===== src/rtl/banyan_pkg.sv =====
package banyan_pkg;

    localparam int PORT_W = 3;
    localparam int NPORTS = 1 << PORT_W;
    localparam int NELEM  = NPORTS / 2;
    localparam int DATA_W = 16;
    localparam int LAT    = PORT_W;

    typedef struct packed {
        logic              vld;
        logic [PORT_W-1:0] dst;
        logic [PORT_W-1:0] src;
        logic [DATA_W-1:0] data;
    } cell_t;

    localparam cell_t CELL_EMPTY = '0;

    // Source line feeding line q after a perfect shuffle (rotate right by one).
    function automatic int unsigned shuffle_src(input int unsigned q);
        return ((q >> 1) | ((q & 1) << (PORT_W - 1))) & (NPORTS - 1);
    endfunction

endpackage


===== src/rtl/banyan_element.sv =====
module banyan_element
    import banyan_pkg::*;
#(
    parameter int SEL = 0
) (
    input  cell_t             up_i,
    input  cell_t             lo_i,
    output cell_t             up_o,
    output cell_t             lo_o,
    output logic              drop_o,
    output logic [PORT_W-1:0] drop_src_o
);

    logic up_bit;
    logic lo_bit;

    always_comb begin
        up_bit = up_i.dst[SEL];
        lo_bit = lo_i.dst[SEL];
        up_o   = CELL_EMPTY;
        lo_o   = CELL_EMPTY;
        if (lo_i.vld) begin
            if (lo_bit) begin
                lo_o = lo_i;
            end else begin
                up_o = lo_i;
            end
        end
        // The upper input is placed last so that it overrides on contention.
        if (up_i.vld) begin
            if (up_bit) begin
                lo_o = up_i;
            end else begin
                up_o = up_i;
            end
        end
        drop_o     = up_i.vld && lo_i.vld && (up_bit == lo_bit);
        drop_src_o = lo_i.src;
    end

endmodule


===== src/rtl/banyan_stage.sv =====
module banyan_stage
    import banyan_pkg::*;
#(
    parameter int STG = 0
) (
    input  logic                   clk,
    input  logic                   rst,
    input  cell_t [NPORTS-1:0]     cell_i,
    input  logic  [NPORTS-1:0]     blk_i,
    output cell_t [NPORTS-1:0]     cell_q,
    output logic  [NPORTS-1:0]     blk_q
);

    localparam int SEL = PORT_W - 1 - STG;

    cell_t [NPORTS-1:0]           shuf;
    cell_t [NPORTS-1:0]           sw;
    logic  [NELEM-1:0]            drop;
    logic  [NELEM-1:0][PORT_W-1:0] drop_src;
    logic  [NPORTS-1:0]           blk_n;

    for (genvar q = 0; q < NPORTS; q++) begin : g_shuf
        assign shuf[q] = cell_i[shuffle_src(q)];
    end

    for (genvar e = 0; e < NELEM; e++) begin : g_elem
        banyan_element #(.SEL(SEL)) u_elem (
            .up_i       (shuf[2*e]),
            .lo_i       (shuf[2*e+1]),
            .up_o       (sw[2*e]),
            .lo_o       (sw[2*e+1]),
            .drop_o     (drop[e]),
            .drop_src_o (drop_src[e])
        );

        // the upper contender is the one that appears on the contested line
        p_upper_wins_r5: assert property (@(posedge clk) disable iff (rst)
            (shuf[2*e].vld && shuf[2*e+1].vld &&
             (shuf[2*e].dst[SEL] == shuf[2*e+1].dst[SEL]))
            |=> (($past(shuf[2*e].dst[SEL]) ? cell_q[2*e+1].src : cell_q[2*e].src)
                 == $past(shuf[2*e].src))
                && blk_q[$past(shuf[2*e+1].src)]);
    end

    always_comb begin
        blk_n = blk_i;
        for (int e = 0; e < NELEM; e++) begin
            if (drop[e]) begin
                blk_n[drop_src[e]] = 1'b1;
            end
        end
    end

    always_ff @(posedge clk) begin
        if (rst) begin
            cell_q <= '0;
            blk_q  <= '0;
        end else begin
            cell_q <= sw;
            blk_q  <= blk_n;
        end
    end

    // a drop reported by an earlier rank is carried forward
    p_blk_keep_r5: assert property (@(posedge clk) disable iff (rst)
        !rst |=> ((blk_q & $past(blk_i)) == $past(blk_i)));

    for (genvar k = 0; k < NPORTS; k++) begin : g_chk
        // a cell still travelling is never flagged as dropped
        p_alive_not_blocked_r6: assert property (@(posedge clk) disable iff (rst)
            cell_q[k].vld |-> !blk_q[cell_q[k].src]);
    end

endmodule


===== src/rtl/banyan_fabric.sv =====
module banyan_fabric
    import banyan_pkg::*;
(
    input  logic                           clk,
    input  logic                           rst,
    input  logic [NPORTS-1:0]              in_vld,
    input  logic [NPORTS-1:0][PORT_W-1:0]  in_dst,
    input  logic [NPORTS-1:0][DATA_W-1:0]  in_data,
    output logic [NPORTS-1:0]              out_vld,
    output logic [NPORTS-1:0][PORT_W-1:0]  out_dst,
    output logic [NPORTS-1:0][DATA_W-1:0]  out_data,
    output logic [NPORTS-1:0]              blocked
);

    cell_t [NPORTS-1:0] cells [LAT+1];
    logic  [NPORTS-1:0] blk   [LAT+1];

    for (genvar i = 0; i < NPORTS; i++) begin : g_inject
        assign cells[0][i] = '{vld:  in_vld[i],
                               dst:  in_dst[i],
                               src:  PORT_W'(i),
                               data: in_data[i]};
    end
    assign blk[0] = '0;

    for (genvar s = 0; s < LAT; s++) begin : g_rank
        banyan_stage #(.STG(s)) u_stage (
            .clk    (clk),
            .rst    (rst),
            .cell_i (cells[s]),
            .blk_i  (blk[s]),
            .cell_q (cells[s+1]),
            .blk_q  (blk[s+1])
        );
    end

    for (genvar i = 0; i < NPORTS; i++) begin : g_out
        assign out_vld[i]  = cells[LAT][i].vld;
        assign out_dst[i]  = cells[LAT][i].dst;
        assign out_data[i] = cells[LAT][i].data;

        // a delivered cell sits on the port it asked for
        p_dst_match_r3: assert property (@(posedge clk) disable iff (rst)
            out_vld[i] |-> (out_dst[i] == PORT_W'(i)));
    end
    assign blocked = blk[LAT];

    // Cycles since reset, saturating at the fabric latency; used by checks only.
    logic [7:0] age;
    always_ff @(posedge clk) begin
        if (rst) begin
            age <= '0;
        end else if (age < 8'(LAT)) begin
            age <= age + 8'd1;
        end
    end

    // reset leaves the fabric empty
    p_reset_clear_r1: assert property (@(posedge clk)
        $past(rst) |-> (out_vld == '0) && (blocked == '0));

    // every valid input of a slot is either delivered or flagged
    p_conserve_r6: assert property (@(posedge clk) disable iff (rst)
        (age == 8'(LAT)) |->
            ($countones(out_vld) + $countones(blocked)) == $past($countones(in_vld), LAT));

endmodule


===== config.mk =====
export PLATFORM = sky130hd
export DESIGN_NAME = banyan_fabric
export DESIGN_NICKNAME = d
export VERILOG_FILES = /design/src/rtl/banyan_pkg.sv /design/src/rtl/banyan_element.sv /design/src/rtl/banyan_stage.sv /design/src/rtl/banyan_fabric.sv
export SDC_FILE = /design/constraint.sdc
export NUM_CORES = 1
export LEC_CHECK = 0
export BUFFER_PORTS_ARGS = -buffer_cell sky130_fd_sc_hd__buf_2
export CAP_MARGIN = 0
export CORE_AREA = 2 2 178 180
export CTS_CLUSTER_DIAMETER = 30
export CTS_CLUSTER_SIZE = 30
export DETAILED_ROUTE_END_ITERATION = 10
export DIE_AREA = 0 0 180 182
export PLACE_DENSITY = 0.88
export SLEW_MARGIN = 10
export SYNTH_ARGS = -nofsm -noshare
export SYNTH_HDL_FRONTEND = slang
export SYNTH_SLANG_ARGS = --single-unit

===== constraint.sdc =====
create_clock -name clk -period 3.2 [get_ports clk]
set_clock_uncertainty 0.1 [all_clocks]
set_input_delay 0.64 -clock clk [delete_from_list [all_inputs] [get_ports clk]]
set_output_delay 0.64 -clock clk [all_outputs]
set_load 0.02 [all_outputs]

==> Yosys cells after proc, flatten, opt, wreduce, memory -nomap -nowiden <==
Index checks and enable logic that the tools add are counted.
{ "word_totals": {"register_bits": 552, "in_bits": 162, "output_inout_bits": 168, "wordCells": 283} }
{ "classes": {"n_lt_le_gt_ge": 16, "n_eq_ne": 12, "n_mux": 124, "bitwise_logic": 8, "n_reduce_logical": 32} }
{ "op_table": {"columns": ["operator", "n"], "rows": [
  ["2-to-1 mux 23 bit", 96],
  ["2-to-1 mux 8 bit", 9],
  ["OR 8 bit", 8],
  ["logical AND 1 bit", 32],
  ["< comparator 3 x 4 -> 1 bit (second input constant)", 8],
  ["demux 1 bit (select 3 bit)", 8],
  ["greater-or-equal comparator 3 x 1 -> 1 bit (second input constant)", 8],
  ["== test 1 bit", 12],
  ["2-to-1 mux 1 bit", 8],
  ["2-to-1 mux 7 bit", 1],
  ["2-to-1 mux 6 bit", 1],
  ["2-to-1 mux 5 bit", 1]
]} }

==> Depth between registers and ports, before layout <==
{ "depth": {"word_depth": 12, "mapped_depth": 7, "depth_no_buf": 3} }

==> Hierarchy <==
Synthesis repeated with hierarchy kept, for this count alone.
{ "unflattened": {"hier_cells": 3013, "hier_area_um2": 27258.6} }
{ "modules_own_cells": {"columns": ["module", "n_inst", "cells_per_inst", "area_each_um2", "seq_area_each_um2"], "rows": [
  ["banyan_element at g_rank[1].u_stage.g_elem[0].u_elem ...", 8, 139, 919.6, 0.0],
  ["banyan_stage at g_rank[1].u_stage", 1, 447, 5452.7, 3843.7],
  ["banyan_stage at g_rank[0].u_stage", 1, 447, 5440.2, 3843.7],
  ["banyan_stage at g_rank[2].u_stage", 1, 449, 5432.7, 3843.7],
  ["banyan_element at g_rank[0].u_stage.g_elem[0].u_elem ...", 4, 139, 892.1, 0.0],
  ["banyan_fabric", 1, 2, 7.5, 0.0]
]} }

==> Worst setup path after synthesis <==
OpenSTA, ideal clock, no wires.
{ "synth_timing": {"kind": "input -> register", "start": "input port rst", "end": "register g_rank[0].u_stage.cell_q[148] (netlist name)", "setup_ns": 0.059, "arrival_ns": 1.567, "t_required_ns": 3.041, "setup_slack_ns": 1.475, "stages": 5, "n_path_buf": 2, "cell_sequence": "buf_6 or3b_4 nor2_8 buf_8 a22o_1"} }
{ "synth_lines": {"columns": ["element", "line_no", "source"], "rows": [
  ["from (decl)", "banyan_fabric.sv:5", "input logic rst,"],
  ["to (signal assigned)", "banyan_stage.sv:59", "cell_q <= sw;"],
  ["to (decl)", "banyan_stage.sv:10", "output cell_t [NPORTS-1:0] cell_q,"]
]} }

==> Final worst setup path <==
{ "layout_timing": {"start": "register g_rank[0].u_stage.cell_q[66] (netlist name)", "end": "register g_rank[1].u_stage.cell_q[120] (netlist name)"} }
{ "layout_between": {"elab_chain_len": 2} }
{ "layout_lines": {"columns": ["element", "line_no", "source"], "rows": [
  ["2-to-1 mux 23 bit", "banyan_element.sv:31", "if (up_bit) begin"],
  ["2-to-1 mux 23 bit", "banyan_element.sv:30", "if (up_i.vld) begin"],
  ["to (signal assigned)", "banyan_stage.sv:59", null],
  ["to (decl)", "banyan_stage.sv:10", null]
]} }
Every way passes these cells.
A chain may end at the register's enable or synchronous reset.

==> impl_metrics.ini <==
[route]
routedWlPerCell_um = 22.2
first_pass_iters = 9
drtIter0Drc = 2110
vias = 16300
routed_wirelength_um = 60100
avgViaCountPerCell = 6.04
drtAntennaViolNets = 0
route.detailed.drc = 0

[floorplanning]
fp.coreArea_mm2 = 0.0310
rows = 65
num_io_pins = 330
die_x_um = 180
start_util = 0.592
die_area_mm2 = 0.0328
die_height_um = 182

[synthesis]
ys_ff_latch = 480
synth.avg_cell_area_um2 = 8.72
netlist_area_mm2 = 0.0183
synth_cells = 2102
synth_common_cells = dfxtp_1 (480), nand2_1 (460), a21oi_1 (319), nand3_1 (226), buf_4 (171)
yosysTopAreaCell = dfxtp_1
ys_warn_count = 0
synth_top_flop_cell = dfxtp_1
synth.top_cell.area_share = 0.524
synth.most_common_cell = dfxtp_1
ys_async_sr_fraction = 0
synth_enable_flop_cells = 0
synth.top_cells.by_area = dfxtp_1 (52%), nand2_1 (9.4%), a21oi_1 (8.7%)
yosysUniqueCellTypes = 42
seq_area_frac_synth = 0.524

[placement]
placed_cell_area_mm2 = 0.0186
port_buffers = 317
gp_congestion = 0.987
place_ws_ns = 0.687
dp.cells = 2541
place_hpwl_um = 41200

[hold_path]
hold_path.class = in2reg

[global_routing]
gr-total-overflow = 0
grt_max_degree = 111
grt_pass1_vias = 15600
grt_pass1_wl_um = 90000
track_usage = 0.355
grt_antenna_before_repair = 7

[layout]
finalNetCount = 2390
drive_above_1_share = 0.221
fill_cells = 2284
utilization = 0.699
syn2layout_area_growth_pct = 18.2
final-instance-count-excl-fill = 2706
final_area_mm2 = 0.0217

[power_and_ir_drop]
p_leak_nw = 8.65
ir_drop_mv = 0.422
total_power_mw = 16.3
power-per-cell-area_mw_per_mm2 = 750

[clocking]
clockRootBuffer = clkbuf_16
cts_hold_buf = 0
cts_tree = done
cts_max_path_buffers = 3
post_cts_buffers = 0
numClockSinks = 480
cts_buffers = 87
clk_latency_ns = 0.59
htreeDepth = 3
cts_resized = 0
path_clk_slew_ns = 0.05

[sta]
rsz0062_at_grt = no
hold_slack_ns = 0.184
finalCritPeriodShare = 0.674
setup-tns-final_ns = 0
period_minus_slack_ns = 2.16
setup_viol = 0
worst_pin_slew_ns = 0.923
slew_viol_final = 0
final_hold_viol_count = 0
slew_headroom = 0.385
clock.fmax_ghz = 0.463
layout_setup_ws_ns = 1.04

[worst_setup_path]
crit_fanout = 20
worstPathRequired_ns = 3.59
crit_slowest_cell = and4_1
slowest_delay_ns = 0.82
start_kind = flip-flop
worstPathArrival_ns = 2.55
path_cells = nand2_1, and4_1, o2bb2ai_1
end_kind = flip-flop
setup.worst_path.class = reg2reg

[outcome]
status = finished, final reports clean

[run]
cap_violations = 0
==> worst paths after layout <==
path | to | slack, ns | cells after the start | start
min | g_rank[0].u_stage.cell_q[166]$_SDFF_PP0_ | 0.18 | 2 | in_data[53]
max reg2reg | g_rank[1].u_stage.cell_q[120]$_SDFF_PP0_ | 1.04 | 3 | g_rank[0].u_stage.cell_q[66]$_SDFF_PP0_
max | g_rank[1].u_stage.cell_q[120]$_SDFF_PP0_ | 1.04 | 3 | g_rank[0].u_stage.cell_q[66]$_SDFF_PP0_
min reg2reg | g_rank[1].u_stage.blk_q[5]$_SDFF_PP0_ | 0.34 | 1 | g_rank[0].u_stage.blk_q[5]$_SDFF_PP0_
==> sequential cells by signal (all words and copies together), names as in the netlist <==
name and count:
g_rank.u_stage.blk_q 20, g_rank.u_stage.cell_q 460
==> cell families after synthesis <==
kind of cell,synth area share
buf+inv,0.115
flops,0.524
compound gates,0.153
simple gates,0.203
xor+xnor,0.00573
other cells,0.000205
==> layer usage <==
metal | vias to the layer above | share of wire | track usage
met5 | - | 0.00038 | 0
met4 | 4 | 0.061 | 0.206
met3 | 209 | 0.12 | 0.0979
met2 | 1231 | 0.44 | 0.537
met1 | 7662 | 0.38 | 0.457
li1 | 7239 | - | -
==> cells in the final DEF (no fill, tap or decap), drive strengths merged, types with 12 or more instances in the layout <==
cell type,Yosys,layout
a21oi,319,319
a22o,31,31
a32o,39,39
a41oi,13,13
and2,18,18
buf,294,345
clkbuf,27,115
clkinv,0,17
clkinvlp,0,12
conb,1,14
dfxtp,480,480
inv,11,19
nand2,461,461
nand3,226,226
nor2,40,40
nor2b,34,34
o2bb2ai,37,37
==> critical path: cells and delay by family, from the launching register on <==
kind,cells,cell delay [ns]
flip-flops,1,0.35
AND/OR/NAND/NOR,2,1.40
AO/OA/AOI/OAI,1,0.19
==> where the power goes <==
group / internal, mW / switching, mW
clock network: 6.14 / 3.14
registers: 6.13 / 0.143
logic: 0.229 / 0.480
==> layout make-up <==
type | instances | area, um^2 | area share
sequential | 480 | 9610 | 0.444
clock buffer | 115 | 2490 | 0.115
antenna | 5 | 12.5 | 0.000578
tap | 402 | 503 | 0.0232
inverter | 11 | 41.3 | 0.00191
multi-input combinational | 1303 | 6670 | 0.308
clock inverter | 45 | 518 | 0.0239
timing repair buffer | 345 | 1820 | 0.0838
(Power assumes the default switching activity.)
